File: src/rtl/perf_pkg.sv
package perf_pkg;
  localparam int unsigned CYC_W  = 64;
  localparam int unsigned EVT_W  = 32;
  localparam int unsigned WORD_W = 32;

  // word slot inside a four-word pair group; decode depends on this order
  typedef enum logic [1:0] {
    SLOT_CTRL  = 2'd0,
    SLOT_START = 2'd1,
    SLOT_EVT   = 2'd2,
    SLOT_NONE  = 2'd3
  } slot_e;
endpackage

File: src/rtl/perf_cmd_dec.sv
module perf_cmd_dec
  import perf_pkg::*;
#(
  parameter int unsigned N_PAIR = 4,
  parameter int unsigned ADDR_W = 5
) (
  input  logic              wr_en_i,
  input  logic [ADDR_W-1:0] addr_i,
  input  logic [WORD_W-1:0] wdata_i,
  output logic [N_PAIR-1:0] start_o,
  output logic [N_PAIR-1:0] stop_o,
  output logic [N_PAIR-1:0] clr_o
);
  localparam int unsigned PIDX_W = ADDR_W - 2;

  logic [PIDX_W-1:0] pidx;
  slot_e             slot;
  logic              glob_clr;

  assign pidx = addr_i[ADDR_W-1:2];
  assign slot = slot_e'(addr_i[1:0]);

  assign glob_clr = wr_en_i && (pidx == '0) && (slot == SLOT_CTRL) && wdata_i[0];

  for (genvar i = 0; i < N_PAIR; i++) begin : g_pair
    logic hit;
    assign hit        = wr_en_i && (pidx == PIDX_W'(i));
    assign start_o[i] = hit && (slot == SLOT_START) && (wdata_i == '0);
    assign stop_o[i]  = hit && (slot == SLOT_CTRL) && !wdata_i[0];
    // a global clear fans out to every pair
    assign clr_o[i]   = (hit && (slot == SLOT_CTRL) && wdata_i[0]) || glob_clr;
  end
endmodule

File: src/rtl/perf_pair.sv
module perf_pair
  import perf_pkg::*;
(
  input  logic             clk_i,
  input  logic             rst_ni,
  input  logic             gate_i,
  input  logic             start_i,
  input  logic             stop_i,
  input  logic             clr_i,
  output logic             run_o,
  output logic [CYC_W-1:0] cyc_o,
  output logic [EVT_W-1:0] evt_o
);
  logic             run_q;
  logic [CYC_W-1:0] cyc_q;
  logic [EVT_W-1:0] evt_q;

  always_ff @(posedge clk_i or negedge rst_ni) begin
    if (!rst_ni) begin
      run_q <= 1'b0;
      cyc_q <= '0;
      evt_q <= '0;
    end else if (clr_i) begin
      run_q <= 1'b0;
      cyc_q <= '0;
      evt_q <= '0;
    end else begin
      if (run_q && gate_i) cyc_q <= cyc_q + CYC_W'(1);
      if (start_i && !run_q) begin
        run_q <= 1'b1;
        evt_q <= evt_q + EVT_W'(1);
      end else if (stop_i) begin
        run_q <= 1'b0;
      end
    end
  end

  assign run_o = run_q;
  assign cyc_o = cyc_q;
  assign evt_o = evt_q;

  AST_CYC_STEP: assert property (@(posedge clk_i) disable iff (!rst_ni)
    (run_q && gate_i && !clr_i) |=> (cyc_q == $past(cyc_q) + CYC_W'(1)));
  AST_GATED_HOLD: assert property (@(posedge clk_i) disable iff (!rst_ni)
    (!(run_q && gate_i) && !clr_i) |=> $stable(cyc_q));
  AST_EVT_ON_START: assert property (@(posedge clk_i) disable iff (!rst_ni)
    (start_i && !run_q && !clr_i) |=> (run_q && evt_q == $past(evt_q) + EVT_W'(1)));
  AST_START_WHILE_RUN: assert property (@(posedge clk_i) disable iff (!rst_ni)
    (start_i && run_q && !clr_i) |=> $stable(evt_q));
  AST_CLR_ZERO: assert property (@(posedge clk_i) disable iff (!rst_ni)
    clr_i |=> (cyc_q == '0 && evt_q == '0 && !run_q));
endmodule

File: src/rtl/perf_rd_mux.sv
module perf_rd_mux
  import perf_pkg::*;
#(
  parameter int unsigned N_PAIR = 4,
  parameter int unsigned ADDR_W = 5
) (
  input  logic                         clk_i,
  input  logic                         rst_ni,
  input  logic                         rd_en_i,
  input  logic [ADDR_W-1:0]            addr_i,
  input  logic [N_PAIR-1:0][CYC_W-1:0] cyc_i,
  input  logic [N_PAIR-1:0][EVT_W-1:0] evt_i,
  output logic [WORD_W-1:0]            rdata_o
);
  localparam int unsigned PIDX_W = ADDR_W - 2;

  logic [PIDX_W-1:0] pidx;
  slot_e             slot;
  logic [WORD_W-1:0] rd_nxt;
  logic [WORD_W-1:0] rdata_q;

  assign pidx = addr_i[ADDR_W-1:2];
  assign slot = slot_e'(addr_i[1:0]);

  always_comb begin
    rd_nxt = '0;
    for (int i = 0; i < N_PAIR; i++) begin
      if (pidx == PIDX_W'(i)) begin
        case (slot)
          SLOT_CTRL:  rd_nxt = cyc_i[i][WORD_W-1:0];
          SLOT_START: rd_nxt = cyc_i[i][CYC_W-1:CYC_W-WORD_W];
          SLOT_EVT:   rd_nxt = WORD_W'(evt_i[i]);
          default:    rd_nxt = '0;
        endcase
      end
    end
  end

  always_ff @(posedge clk_i or negedge rst_ni) begin
    if (!rst_ni)      rdata_q <= '0;
    else if (rd_en_i) rdata_q <= rd_nxt;
  end

  assign rdata_o = rdata_q;

  AST_RD_UNUSED_ZERO: assert property (@(posedge clk_i) disable iff (!rst_ni)
    (rd_en_i && (slot == SLOT_NONE || 32'(pidx) >= N_PAIR)) |=> (rdata_o == '0));
  AST_RD_GLOBAL_LOW: assert property (@(posedge clk_i) disable iff (!rst_ni)
    (rd_en_i && pidx == '0 && slot == SLOT_CTRL) |=> (rdata_o == $past(cyc_i[0][WORD_W-1:0])));
  AST_RD_HOLD: assert property (@(posedge clk_i) disable iff (!rst_ni)
    !rd_en_i |=> $stable(rdata_o));
endmodule

File: src/rtl/perf_section_counter.sv
module perf_section_counter
  import perf_pkg::*;
#(
  parameter int unsigned N_SECT = 3,
  parameter int unsigned ADDR_W = 5
) (
  input  logic              clk_i,
  input  logic              rst_ni,
  input  logic              wr_en_i,
  input  logic              rd_en_i,
  input  logic [ADDR_W-1:0] addr_i,
  input  logic [WORD_W-1:0] wdata_i,
  output logic [WORD_W-1:0] rdata_o
);
  localparam int unsigned N_PAIR = N_SECT + 1;

  logic [N_PAIR-1:0]            start_w;
  logic [N_PAIR-1:0]            stop_w;
  logic [N_PAIR-1:0]            clr_w;
  logic [N_PAIR-1:0]            run_w;
  logic [N_PAIR-1:0]            gate_w;
  logic [N_PAIR-1:0][CYC_W-1:0] cyc_w;
  logic [N_PAIR-1:0][EVT_W-1:0] evt_w;

  perf_cmd_dec #(.N_PAIR(N_PAIR), .ADDR_W(ADDR_W)) u_dec (
    .wr_en_i (wr_en_i),
    .addr_i  (addr_i),
    .wdata_i (wdata_i),
    .start_o (start_w),
    .stop_o  (stop_w),
    .clr_o   (clr_w)
  );

  for (genvar i = 0; i < N_PAIR; i++) begin : g_pair
    if (i == 0) begin : g_glob
      assign gate_w[i] = 1'b1;
    end else begin : g_sect
      assign gate_w[i] = run_w[0];  // sections count only inside the global window
    end

    perf_pair u_pair (
      .clk_i   (clk_i),
      .rst_ni  (rst_ni),
      .gate_i  (gate_w[i]),
      .start_i (start_w[i]),
      .stop_i  (stop_w[i]),
      .clr_i   (clr_w[i]),
      .run_o   (run_w[i]),
      .cyc_o   (cyc_w[i]),
      .evt_o   (evt_w[i])
    );
  end

  perf_rd_mux #(.N_PAIR(N_PAIR), .ADDR_W(ADDR_W)) u_rd (
    .clk_i   (clk_i),
    .rst_ni  (rst_ni),
    .rd_en_i (rd_en_i),
    .addr_i  (addr_i),
    .cyc_i   (cyc_w),
    .evt_i   (evt_w),
    .rdata_o (rdata_o)
  );

  AST_GCLR_STOPS_ALL: assert property (@(posedge clk_i) disable iff (!rst_ni)
    (&clr_w) |=> (run_w == '0));
  AST_RESET_STATE: assert property (@(posedge clk_i)
    !rst_ni |-> (run_w == '0 && rdata_o == '0));
endmodule

File: config.mk
export PLATFORM = sky130hd
export DESIGN_NAME = perf_section_counter
export DESIGN_NICKNAME = d
export VERILOG_FILES = /design/src/rtl/perf_pkg.sv /design/src/rtl/perf_cmd_dec.sv /design/src/rtl/perf_pair.sv /design/src/rtl/perf_rd_mux.sv /design/src/rtl/perf_section_counter.sv
export SDC_FILE = /design/constraint.sdc
export NUM_CORES = 1
export LEC_CHECK = 0
export BUFFER_PORTS_ARGS = -buffer_cell sky130_fd_sc_hd__buf_2
export CAP_MARGIN = 15
export CORE_AREA = 2 2 385 235
export DETAILED_ROUTE_END_ITERATION = 16
export DIE_AREA = 0 0 387 237
export GPL_TIMING_DRIVEN = 0
export PLACE_DENSITY = 0.44
export SYNTH_ARGS = -nofsm -noshare
export SYNTH_HDL_FRONTEND = slang
export SYNTH_HIERARCHICAL = 1
export SYNTH_SLANG_ARGS = --single-unit
File: constraint.sdc
create_clock -name clk_i -period 6.92 [get_ports clk_i]
set_input_delay 1.384 -clock clk_i [delete_from_list [all_inputs] [get_ports clk_i]]
set_output_delay 1.384 -clock clk_i [all_outputs]
set_load 0.02 [all_outputs]
==> summary.md <==
| Metric | Value |
|---|---|
| Worst skew pair latency | `0.62 ns` |
| DP HPWL | `86300 um` |
| GR Util All Layers | `0.238` |
| GP Congestion | `0.988` |
| Leading cell type in the layout, fill and taps excluded | `dfrtp_1` |
| Num rows | `85` |
| Root Buffer | `clkbuf_16` |
| Largest cells by area after synthesis | `dfrtp_1 (40%), nor2_1 (4.8%), nand4_1 (4.5%)` |
| Seq/Total Area, Yosys | `0.401` |
| Tot Pwr | `7.36 mW` |
| R2R Setup Slk | `2.89 ns` |
| Total grt overflow | `0` |
| Synthesis-stage register bit count | `420` |
| Non-Filler Instances | `4369` |
| WS Path Type | `input pin to flip-flop` |
| Timing endpoint of the critical path | `g_pair[2].u_pair/evt_o[20]` |
| Cells after synthesis | `3014` |
| VDD IR max | `0.000174 V` |
| I/O Buffers | `72` |
| Outcome | `finished clean` |
| Die area | `91700 um^2` |
| Final hold violation count | `0` |
| Syn_area_per_cell | `8.70 um^2` |
| Slew Limit Fails | `0` |
| Synth area leader | `dfrtp_1` |
| Fin worst setup slack | `2.09 ns` |
| Layout area overhead | `14.6%` |
| RR Startpoint | `g_pair[0].u_pair/run_o` |
| ANT nets after route | `0` |
| Ys Warns | `6` |
| FF-to-FF path depth | `5` |
| Drt pass-1 iters | `6` |
| Cts hold-fix bufs | `0` |
| Slew @ Worst Pin | `1.20 ns` |
| CTS H-Tree Depth | `2` |
| Fin nets | `3198` |
| Clock sinks | `420` |
| Fill count | `9202` |
| Vias in the first global route | `23.4k` |
| Most frequent cells in the layout | `dfrtp_1 (420), nor2_1 (335), nand4_1 (188)` |
| Number of I/O pins | `73` |
| Netlist cell types | `64` |
| Ys async rst share | `1.00` |
| CP arrival | `5.31 ns` |
| DIE HEIGHT | `237 um` |
| Placed cell count | `4269` |
| Post-synth EDFFs | `0` |
| Worst hold slack | `0.531 ns` |
| Worst Setup SP | `wdata_i[0]` |
| DR WL/cell | `25.5 um` |
| Max Root-Sink Buffers | `3` |
| Initial Util | `0.297` |
| Antenna violations before repair | `12` |
| TritonCTS clock tree | `done` |
| Starting DRC count in detailed routing | `3089` |
| Largest net degree at the start of global routing | `104` |
| # setup viols final | `0` |
| Layout cells sized above 1 | `0.0915` |
| Setup TNS Final | `0 ns` |
| Final WL | `111000 um` |
| Max-Cap Viols | `0` |
| Cts bufs inserted | `50` |
| Dpl cell area | `28200 um^2` |
| Wire length of the first global-routing pass | `164000 um` |
| DRC violations left | `0` |
| Synthesized area | `26200 um^2` |
| Vias after detailed routing | `25.3k` |
| Minimum clock period | `4.83 ns` |
| P_leak | `11.6 nW` |
| CP required | `7.41 ns` |
| Final worst path period share | `0.697` |
| Max_slew headroom | `0.199` |
| Post CTS Setup Buffer Count | `0` |
| Worst Setup Start Kind | `input pin` |
| Post-CTS sizing | `0` |
| Sequential cell area | `10500 um^2` |
| RSZ-0062 raised after global routing | `false` |
| Min-Delay Path Class | `flip-flop to flip-flop` |
| Synth Flop Type | `dfrtp_1` |
| Die W | `387 um` |
| F_max | `207 MHz` |
| Top cell type's share of synthesized area | `0.401` |
| Post-route cell area | `30100 um^2` |
| Reg2reg end | `g_pair[2].u_pair/cyc_o[59]` |
| Worst setup EP type | `flip-flop` |
| Pre-CTS WS | `1.48 ns` |
| Area of the multi-input gates | `14500 um^2` |
| Clock transition at path regs | `0.06 ns` |
| Fin util | `0.340` |
| Pwr/cell area | `245 nW/um^2` |
| Vias per cell | `5.80` |
| Core region area | `88400 um^2` |
| Worst Path Max Fanout | `10` |
| Max Clock Skew | `0.0139 ns` |
[state kept, by name, summed over array words and instances (netlist names)]
| register | count |
|---|---|
| g_pair.u_pair/cyc_o | 256 |
| g_pair.u_pair/evt_o | 128 |
| g_pair.u_pair/run_o | 4 |
| u_rd/rdata_o | 32 |
[synth_stat cells, drive strengths merged, types with 68 or more instances]
master / instances
dfrtp: 420
nor2: 335
nand4: 196
nand2: 178
a21oi: 172
inv: 138
nand3: 133
xnor2: 132
xor2: 116
clkbuf: 105
mux2i: 96
nor4: 96
o21ai: 93
or3: 75
nor3: 73
or4: 68
[critical path, stage by stage]
cell	delay [ns]
buf_2	0.14
nor4_2	0.25
buf_4	0.19
nand4_1	0.34
nor4_1	1.10
nor2b_1	0.22
clkbuf_1	0.34
nand4_1	0.56
nor4b_1	0.56
xnor2_1	0.17
nor2_1	0.05
[worst min path at each step]
| stage | startpoint | to | slack [ns] | cells after the start |
|---|---|---|---|---|
| after CTS | u_rd/rdata_o[23] | u_rd/rdata_o[23] | 0.53 | 2 |
| after global routing | u_rd/rdata_o[2] | u_rd/rdata_o[2] | 0.56 | 2 |
| after floorplan | g_pair[1].u_pair/evt_o[4] | g_pair[1].u_pair/evt_o[4] | 0.52 | 2 |
| after detailed placement | u_rd/rdata_o[23] | u_rd/rdata_o[23] | 0.52 | 2 |
| after global placement | u_rd/rdata_o[20] | u_rd/rdata_o[20] | 0.53 | 2 |
| final | u_rd/rdata_o[23] | u_rd/rdata_o[23] | 0.53 | 2 |
[power breakdown]
group / internal (mW) / switching (mW) / total (mW)
clock: 1.80 / 1.19 / 2.99
sequential: 2.73 / 0.575 / 3.31
combinational: 0.378 / 0.682 / 1.06
[routing by layer]
| layer | global-route usage | routed length [um] | vias up | share of wire |
|---|---|---|---|---|
| li1 | - | - | 11400 | - |
| met1 | 0.397 | 57700 | 12800 | 0.52 |
| met2 | 0.286 | 39400 | 1082 | 0.35 |
| met3 | 0.0622 | 11600 | 114 | 0.10 |
| met4 | 0.0563 | 2470 | 4 | 0.022 |
| met5 | 0 | 20 | - | 0.00018 |
[area by class of cell]
type                            instances  area share
Clock inverter                         21     0.00953
Multi-Input combinational cell       2297       0.482
Clock buffer                           72      0.0511
Timing Repair Buffer                   80      0.0170
Antenna cell                            5    0.000416
Sequential cell                       420       0.350
Inverter                              139      0.0174
Buffer                                161      0.0246
Tap cell                             1174      0.0489
[cells by family (layout without fill, tap and decap cells)]
kind of cell,count (synthesis),in the layout,synth area share
multiplexers,101,101,0.0388
XOR/XNOR,248,248,0.0828
adder cells (fa/ha/maj),8,8,0.00382
other,1,9,0.000143
flip-flops,420,420,0.401
buffers and inverters,300,473,0.0480
AND/OR/NAND/NOR,1414,1414,0.302
AO/OA/AOI/OAI,522,522,0.124
Power figures use the tool's default switching activity.
